--- src/rtl/hub_pkg.sv ---
package hub_pkg;
  localparam int PAGE_W  = 3;               // page number width
  localparam int OFS_W   = 7;               // offset within a page
  localparam int IDX_W   = PAGE_W + OFS_W;  // array index width
  localparam int N_ID    = 5;               // read-only identity bytes
  localparam logic [OFS_W-1:0] MODE_ADDR = 7'h0B;

  typedef struct packed {
    logic              wide;   // 2-byte addressing
    logic [PAGE_W-1:0] page;
  } mode_t;

  // Array content model
  function automatic logic [7:0] nvm_byte(input logic [IDX_W-1:0] n);
    logic [7:0] tag;
    tag = 8'(n[IDX_W-1:OFS_W]) << 4;
    return n[7:0] ^ tag;
  endfunction
endpackage

--- src/rtl/hub_mode_reg.sv ---
module hub_mode_reg
  import hub_pkg::*;
(
  input  logic       clk_i,
  input  logic       rst_ni,
  input  logic       we_i,
  input  logic [7:0] wdata_i,
  output mode_t      mode_o
);
  mode_t mode_q;

  always_ff @(posedge clk_i or negedge rst_ni) begin
    if (!rst_ni)   mode_q <= '0;
    else if (we_i) mode_q <= wdata_i[$bits(mode_t)-1:0];
  end

  assign mode_o = mode_q;

  p_mode_hold_r2: assert property (@(posedge clk_i) disable iff (!rst_ni)
    !we_i |=> $stable(mode_q));
endmodule

--- src/rtl/hub_addr_ptr.sv ---
module hub_addr_ptr
  import hub_pkg::*;
(
  input  logic              clk_i,
  input  logic              rst_ni,
  input  logic              start_i,
  input  logic              rstart_i,
  input  logic              addr_wr_i,
  input  logic [7:0]        addr_byte_i,
  input  logic              wide_i,
  input  logic              step_i,
  output logic [7:0]        lo_o,
  output logic [PAGE_W-1:0] hi_o
);
  logic [7:0]        lo_q;
  logic [PAGE_W-1:0] hi_q;
  logic              second_q;  // next address byte is the high byte

  always_ff @(posedge clk_i or negedge rst_ni) begin
    if (!rst_ni) begin
      lo_q <= '0; hi_q <= '0; second_q <= 1'b0;
    end else if (start_i) begin
      lo_q <= '0; hi_q <= '0; second_q <= 1'b0;
    end else if (rstart_i) begin
      second_q <= 1'b0;
    end else if (addr_wr_i) begin
      if (wide_i && second_q) begin
        hi_q     <= addr_byte_i[PAGE_W-1:0];
        second_q <= 1'b0;
      end else begin
        lo_q     <= addr_byte_i;
        if (!wide_i) hi_q <= '0;
        second_q <= wide_i;
      end
    end else if (step_i) begin
      lo_q[OFS_W-1:0] <= lo_q[OFS_W-1:0] + 1'b1;  // wrap inside block
    end
  end

  assign lo_o = lo_q;
  assign hi_o = hi_q;

  p_start_clr_r7: assert property (@(posedge clk_i) disable iff (!rst_ni)
    start_i |=> (lo_q == '0) && (hi_q == '0));

  p_wrap_r8: assert property (@(posedge clk_i) disable iff (!rst_ni)
    (step_i && !start_i && !rstart_i && !addr_wr_i && (&lo_q[OFS_W-1:0]))
      |=> (lo_q[OFS_W-1:0] == '0) && $stable(lo_q[7]) && $stable(hi_q));
endmodule

--- src/rtl/hub_vol_regs.sv ---
module hub_vol_regs
  import hub_pkg::*;
#(
  parameter logic [15:0] DEV_TYPE = 16'hA3C1,
  parameter logic [7:0]  DEV_REV  = 8'h12,
  parameter logic [7:0]  VND_BANK = 8'h80,
  parameter logic [7:0]  VND_ID   = 8'h32
) (
  input  logic             clk_i,
  input  logic             rst_ni,
  input  logic             we_i,
  input  logic [OFS_W-1:0] addr_i,
  input  logic [7:0]       wdata_i,
  output logic [7:0]       rdata_o,
  output logic             id_ok_o
);
  localparam int DEPTH = 1 << OFS_W;

  logic [7:0] scr_q [DEPTH];
  logic       is_id;

  assign is_id = (32'(addr_i) < N_ID);

  always_ff @(posedge clk_i or negedge rst_ni) begin
    if (!rst_ni) begin
      for (int i = 0; i < DEPTH; i++) scr_q[i] <= '0;
    end else if (we_i && !is_id) begin
      scr_q[addr_i] <= wdata_i;
    end
  end

  always_comb begin
    unique case (addr_i)
      7'd0:    rdata_o = DEV_TYPE[15:8];
      7'd1:    rdata_o = DEV_TYPE[7:0];
      7'd2:    rdata_o = DEV_REV;
      7'd3:    rdata_o = VND_BANK;
      7'd4:    rdata_o = VND_ID;
      default: rdata_o = scr_q[addr_i];
    endcase
  end

  assign id_ok_o = (^VND_BANK) && (^VND_ID) &&
                   (VND_ID[6:0] != 7'h00) && (VND_ID[6:0] != 7'h7F);
endmodule

--- src/rtl/hub_nvm_rom.sv ---
module hub_nvm_rom
  import hub_pkg::*;
(
  input  logic [IDX_W-1:0] idx_i,
  output logic [7:0]       data_o
);
  assign data_o = nvm_byte(idx_i);
endmodule

--- src/rtl/hub_page_decoder.sv ---
module hub_page_decoder
  import hub_pkg::*;
#(
  parameter logic [15:0] DEV_TYPE = 16'hA3C1,
  parameter logic [7:0]  DEV_REV  = 8'h12,
  parameter logic [7:0]  VND_BANK = 8'h80,
  parameter logic [7:0]  VND_ID   = 8'h32
) (
  input  logic       clk_i,
  input  logic       rst_ni,
  input  logic       start_i,
  input  logic       rstart_i,
  input  logic       addr_wr_i,
  input  logic [7:0] addr_byte_i,
  input  logic       wr_i,
  input  logic [7:0] wdata_i,
  input  logic       rd_i,
  output logic [7:0] rdata_o,
  output logic       rvalid_o,
  output logic       id_ok_o
);
  mode_t             mode;
  logic [7:0]        lo;
  logic [PAGE_W-1:0] hi;
  logic              step, rd_go, vol, is_mode, hide;
  logic              mode_we, vol_we;
  logic [IDX_W-1:0]  nvm_idx;
  logic [7:0]        nvm_data, vol_data, rd_val;
  logic [7:0]        rdata_q;
  logic              rvalid_q;

  // Bus event priority: start > rstart > address > data
  assign step    = (wr_i || rd_i) && !start_i && !rstart_i && !addr_wr_i;
  assign rd_go   = step && rd_i && !wr_i;
  assign vol     = !lo[7];
  assign is_mode = vol && (lo[OFS_W-1:0] == MODE_ADDR);
  assign hide    = vol && !is_mode && !mode.wide && (mode.page != '0);
  assign mode_we = step && wr_i && is_mode;
  assign vol_we  = step && wr_i && vol && !is_mode && !hide;
  assign nvm_idx = mode.wide ? {hi, lo[OFS_W-1:0]} : {mode.page, lo[OFS_W-1:0]};

  hub_mode_reg u_mode (
    .clk_i   (clk_i),
    .rst_ni  (rst_ni),
    .we_i    (mode_we),
    .wdata_i (wdata_i),
    .mode_o  (mode)
  );

  hub_addr_ptr u_ptr (
    .clk_i       (clk_i),
    .rst_ni      (rst_ni),
    .start_i     (start_i),
    .rstart_i    (rstart_i),
    .addr_wr_i   (addr_wr_i),
    .addr_byte_i (addr_byte_i),
    .wide_i      (mode.wide),
    .step_i      (step),
    .lo_o        (lo),
    .hi_o        (hi)
  );

  hub_vol_regs #(
    .DEV_TYPE (DEV_TYPE),
    .DEV_REV  (DEV_REV),
    .VND_BANK (VND_BANK),
    .VND_ID   (VND_ID)
  ) u_vol (
    .clk_i   (clk_i),
    .rst_ni  (rst_ni),
    .we_i    (vol_we),
    .addr_i  (lo[OFS_W-1:0]),
    .wdata_i (wdata_i),
    .rdata_o (vol_data),
    .id_ok_o (id_ok_o)
  );

  hub_nvm_rom u_rom (
    .idx_i  (nvm_idx),
    .data_o (nvm_data)
  );

  always_comb begin
    if (!vol)         rd_val = nvm_data;
    else if (hide)    rd_val = 8'h00;
    else if (is_mode) rd_val = 8'(mode);
    else              rd_val = vol_data;
  end

  always_ff @(posedge clk_i or negedge rst_ni) begin
    if (!rst_ni) begin
      rdata_q  <= '0;
      rvalid_q <= 1'b0;
    end else begin
      rvalid_q <= rd_go;
      if (rd_go) rdata_q <= rd_val;
    end
  end

  assign rdata_o  = rdata_q;
  assign rvalid_o = rvalid_q;

  p_rvalid_r10: assert property (@(posedge clk_i) disable iff (!rst_ni)
    rd_go |=> rvalid_o);

  p_no_spurious_r10: assert property (@(posedge clk_i) disable iff (!rst_ni)
    !rd_go |=> !rvalid_o && $stable(rdata_o));

  p_hidden_zero_r5: assert property (@(posedge clk_i) disable iff (!rst_ni)
    (rd_go && hide) |=> (rdata_o == 8'h00));

  p_mode_rsvd_r2: assert property (@(posedge clk_i) disable iff (!rst_ni)
    (rd_go && is_mode) |=> (rdata_o[7:4] == 4'h0));
endmodule

--- config.mk ---
export PLATFORM = sky130hd
export DESIGN_NAME = hub_page_decoder
export DESIGN_NICKNAME = d
export VERILOG_FILES = /design/src/rtl/hub_pkg.sv /design/src/rtl/hub_mode_reg.sv /design/src/rtl/hub_addr_ptr.sv /design/src/rtl/hub_vol_regs.sv /design/src/rtl/hub_nvm_rom.sv /design/src/rtl/hub_page_decoder.sv
export SDC_FILE = /design/constraint.sdc
export NUM_CORES = 2
export LEC_CHECK = 0
export BUFFER_PORTS_ARGS = -buffer_cell sky130_fd_sc_hd__buf_2
export CORE_ASPECT_RATIO = 0.8
export CORE_MARGIN = 2
export CORE_UTILIZATION = 45
export DETAILED_ROUTE_END_ITERATION = 7
export SYNTH_ARGS = -nofsm -noshare
export SYNTH_HDL_FRONTEND = slang
export SYNTH_HIERARCHICAL = 1
export SYNTH_SLANG_ARGS = --single-unit
--- constraint.sdc ---
create_clock -name clk_i -period 3.46 [get_ports clk_i]
set_input_delay 0.173 -clock clk_i [delete_from_list [all_inputs] [get_ports clk_i]]
set_output_delay 0.173 -clock clk_i [all_outputs]
set_load 0.01 [all_outputs]
==> run_results.csv <==
group,metric,value,unit
layout,drive_gt1_share,53.1,%
power_and_ir_drop,power.share.sequential,47.7,%
clocking,clk_latency,0.71,ns
timing,rsz0062_at_grt,"no",
worst_hold_path,hp-class,"in2async",
timing,hold_viol_final,0,
synth,async_reset_ff_share,100,%
die,initial_utilization,45.3,%
setup_path,path_max_fanout,21,
setup_path,critPathKind,"reg2reg",
setup_path,slowest_delay,0.64,ns
placed_design,io_buffers,31,
layout,layout_commonest_cell,"dfrtp_1",
global_route,grt_pass1_wl,227,mm
synth,synth_area_leaders,"dfrtp_1 (55%), mux2_2 (24%), mux4_2 (9.1%)",
global_route,grt_pass1_vias,32600,
power_and_ir_drop,p_leak,0.0268,uW
timing,post-route-min-period,3.41,ns
setup_path,startpoint_type,"register",
route,drt_first_pass_iters,8,
global_route,overflow,0,
clocking,cts_max_path_buffers,3,
route,remaining_drc_errors,0,
layout,diodes,0,
layout,final_util,53.4,%
die,dieHeight,297,um
global_route,grt_util_all_layers,28.1,%
setup_path,critPathTopFamily,"compound AO/OA/AOI/OAI gates",
job,cap_violations,0,
layout,layout.nets,3540,
synth,synth_edf_count,0,
timing,setup_tns,0,ns
die,rows,107,
synth,yosysWarningCount,6,
clocking,clkSinkCount,1049,
synth,yosysTopAreaCell,"dfrtp_1",
synth,ys_seq_area_share,54.5,%
route,ant_nets,0,
power_and_ir_drop,p_sw_share,25.0,%
power_and_ir_drop,power_switching,6570,uW
setup_path,cp.required,4.05,ns
setup_path,cp_num_buf_inv,2,
power_and_ir_drop,clockPowerShare,43.7,%
layout,final_cell_mix,"dfrtp_1 (1,045), mux2_2 (1,010), buf_4 (280), mux4_2 (195), clkbuf_16 (108)",
timing,clock.fmax,293,MHz
synth,yosysTopAreaCellShare,54.5,%
clocking,cts-htree-levels,3,
route,dr_total_vias,31300,
timing,post-route-period-util,98.5,%
die,ios,33,
timing,drv_slew,0,
route,drt-wirelength-per-cell,30.5,um
layout,final_cell_area,0.0567,sq mm
placed_design,place_hpwl,104,mm
power_and_ir_drop,comb_power_share,8.6,%
clocking,cts_root_buffer,"clkbuf_16",
global_route,grt_max_degree,134,
layout,areaGrowthSynthToFinish,17.8,%
setup_path,cp_slowest_cell,"dfrtp_4",
global_route,antenna_found_initial,9,
placed_design,dpl_cell_area,0.0530,sq mm
synth,synth_cells,3268,
route,vias_per_cell,6.24,
setup_path,arrival,4.00,ns
synth,synthDistinctLibCells,75,
die,dieArea,0.110,sq mm
timing,slew_headroom,12.1,%
clocking,cts.reportedPaths.clkPinSlew,0.06,ns
setup_path,end_kind,"register",
synth,synthFlopType,"dfrtp_1",
route,wirelength,153,mm
power_and_ir_drop,peakVddDrop,0.364,mV
power_and_ir_drop,powerDensity,463,mW/mm^2
route,dr.first_iter.drc_count,3285,
setup_path,cp_cell_sequence,"inv_2 -> buf_4 -> mux2i_1 -> o32ai_1 -> o21ai_1 -> o2111a_1 -> o31ai_2 -> a221oi_1 -> o21ai_0",
timing,finalSetupViolations,0,
die,die_x,370,um
synth,synthesis.nets,3292,
synth,avgSynthCellArea,14.7,sq um
timing,fin_skew,0.0225,ns
power_and_ir_drop,p_int,19700,uW
placed_design,place_congestion,0.991,
timing,tightest_slew,1.32,ns
synth,ys_seq_elements,1049,
clocking,cts_buffers,106,
clocking,cts_tree,"yes",
die,core,0.106,sq mm
synth,synthesis.area,0.0481,sq mm
status,status,"finished clean",
timing,whs,0.0133,ns
synth_stat cells (5+ instances only):
cell type and number:
a211oi_1 5, a21oi_1 27, a221o_1 5, a221oi_1 102
a22oi_1 60, a31oi_1 6, and2_1 7, and3_1 9
and3_2 5, buf_1 16, buf_2 51, buf_4 34
buf_6 9, clkbuf_1 176, dfrtp_1 1049, inv_1 5
mux2_1 9, mux2_2 1010, mux2i_1 40, mux4_2 195
nand2_1 96, nand2b_1 7, nand3_1 32, nand4_1 8
nor2_1 65, nor2_2 77, nor2b_1 13, nor3_1 11
o211ai_1 5, o21ai_0 32, o221ai_1 10, o22ai_1 10
o31ai_1 8
path summary, 6_finish.rpt:
path	from	to	slack, ns	cells after the start
min	rst_ni	u_vol/scr_q[468]$_DFFE_PN0P_	0.01	2
max	u_ptr/lo_o[1]$_DFFE_PN0P_	rdata_o[0]$_DFFE_PN0P_	0.05	9
min reg2reg	u_vol/scr_q[1016]$_DFFE_PN0P_	u_vol/scr_q[1016]$_DFFE_PN0P_	0.37	0
max in group asynchronous	rst_ni	u_ptr/lo_o[2]$_DFFE_PN0P_	2.18	3
max reg2reg	u_ptr/lo_o[1]$_DFFE_PN0P_	rdata_o[0]$_DFFE_PN0P_	0.05	9
min in group clk_i	wr_i	u_mode/mode_o[1]$_DFFE_PN0P_	0.10	3
metrics by stage:
| step | total power (uW) | instances | worst slack (ns) |
|---|---|---|---|
| after floorplan | 13700 | 3268 | 0.682 |
| after global placement | 14900 | 4807 | -0.232 |
| after detailed placement | 14900 | 4807 | -0.272 |
| after CTS | 26400 | 5017 | -0.183 |
| after global routing | 27100 | 5018 | 0.00256 |
| final | 26300 | 5018 | 0.0514 |
kinds of logic after synthesis:
kind of cell,Yosys count,share of synthesized area (%)
compound gates,303,4.81
xor+xnor,3,0.0546
fa+ha+maj,1,0.0260
buf+inv,297,2.87
flops,1049,54.5
mux,1254,33.8
other cells,1,0.00779
simple gates,360,3.93
state kept, by name (all words and copies together), names as in the netlist:
signal / count
u_ptr/lo_o: 8
rdata_o: 8
u_ptr/second_q: 1
u_ptr/hi_o: 3
u_vol/scr_q: 1024
u_mode/mode_o: 4
rvalid_o: 1
power by group through the flow:
stage | registers [uW] | logic [uW] | clock network, uW
after global routing | 12500 | 2370 | 12200
after detailed placement | 12700 | 2190 | 0
after CTS | 12500 | 2210 | 11700
after floorplan | 12700 | 1020 | 0
after global placement | 12700 | 2160 | 0
final | 12500 | 2260 | 11500
repair_timing:
item | 4_1_cts | 5_1_grt
setup endpoints to repair | 3 | 136
pin swaps | 0 | 0
hold buffers | 17 | 0
setup buffers | 0 | 1
cloned | 0 | 1
endpoints found under the hold margin | 234 | 0
resized for setup | 3 | 12
per-layer routing:
layer / share of wire [%] / GRT usage, %
met4: 3.6 / 9.88
met3: 8.1 / 5.83
met2: 44 / 41.2
met1: 44 / 41.4
met5: 0.047 / 0
cell type report:
class | instances | area, sq um
Fill cell | 8658 | 49600
Sequential cell | 1049 | 26300
Multi-Input combinational cell | 1922 | 20600
Timing Repair Buffer | 428 | 4580
Clock buffer | 163 | 3160
Tap cell | 1417 | 1770
Clock inverter | 30 | 312
Inverter | 9 | 33.8
No activity file was read; power rests on OpenSTA's default activity.
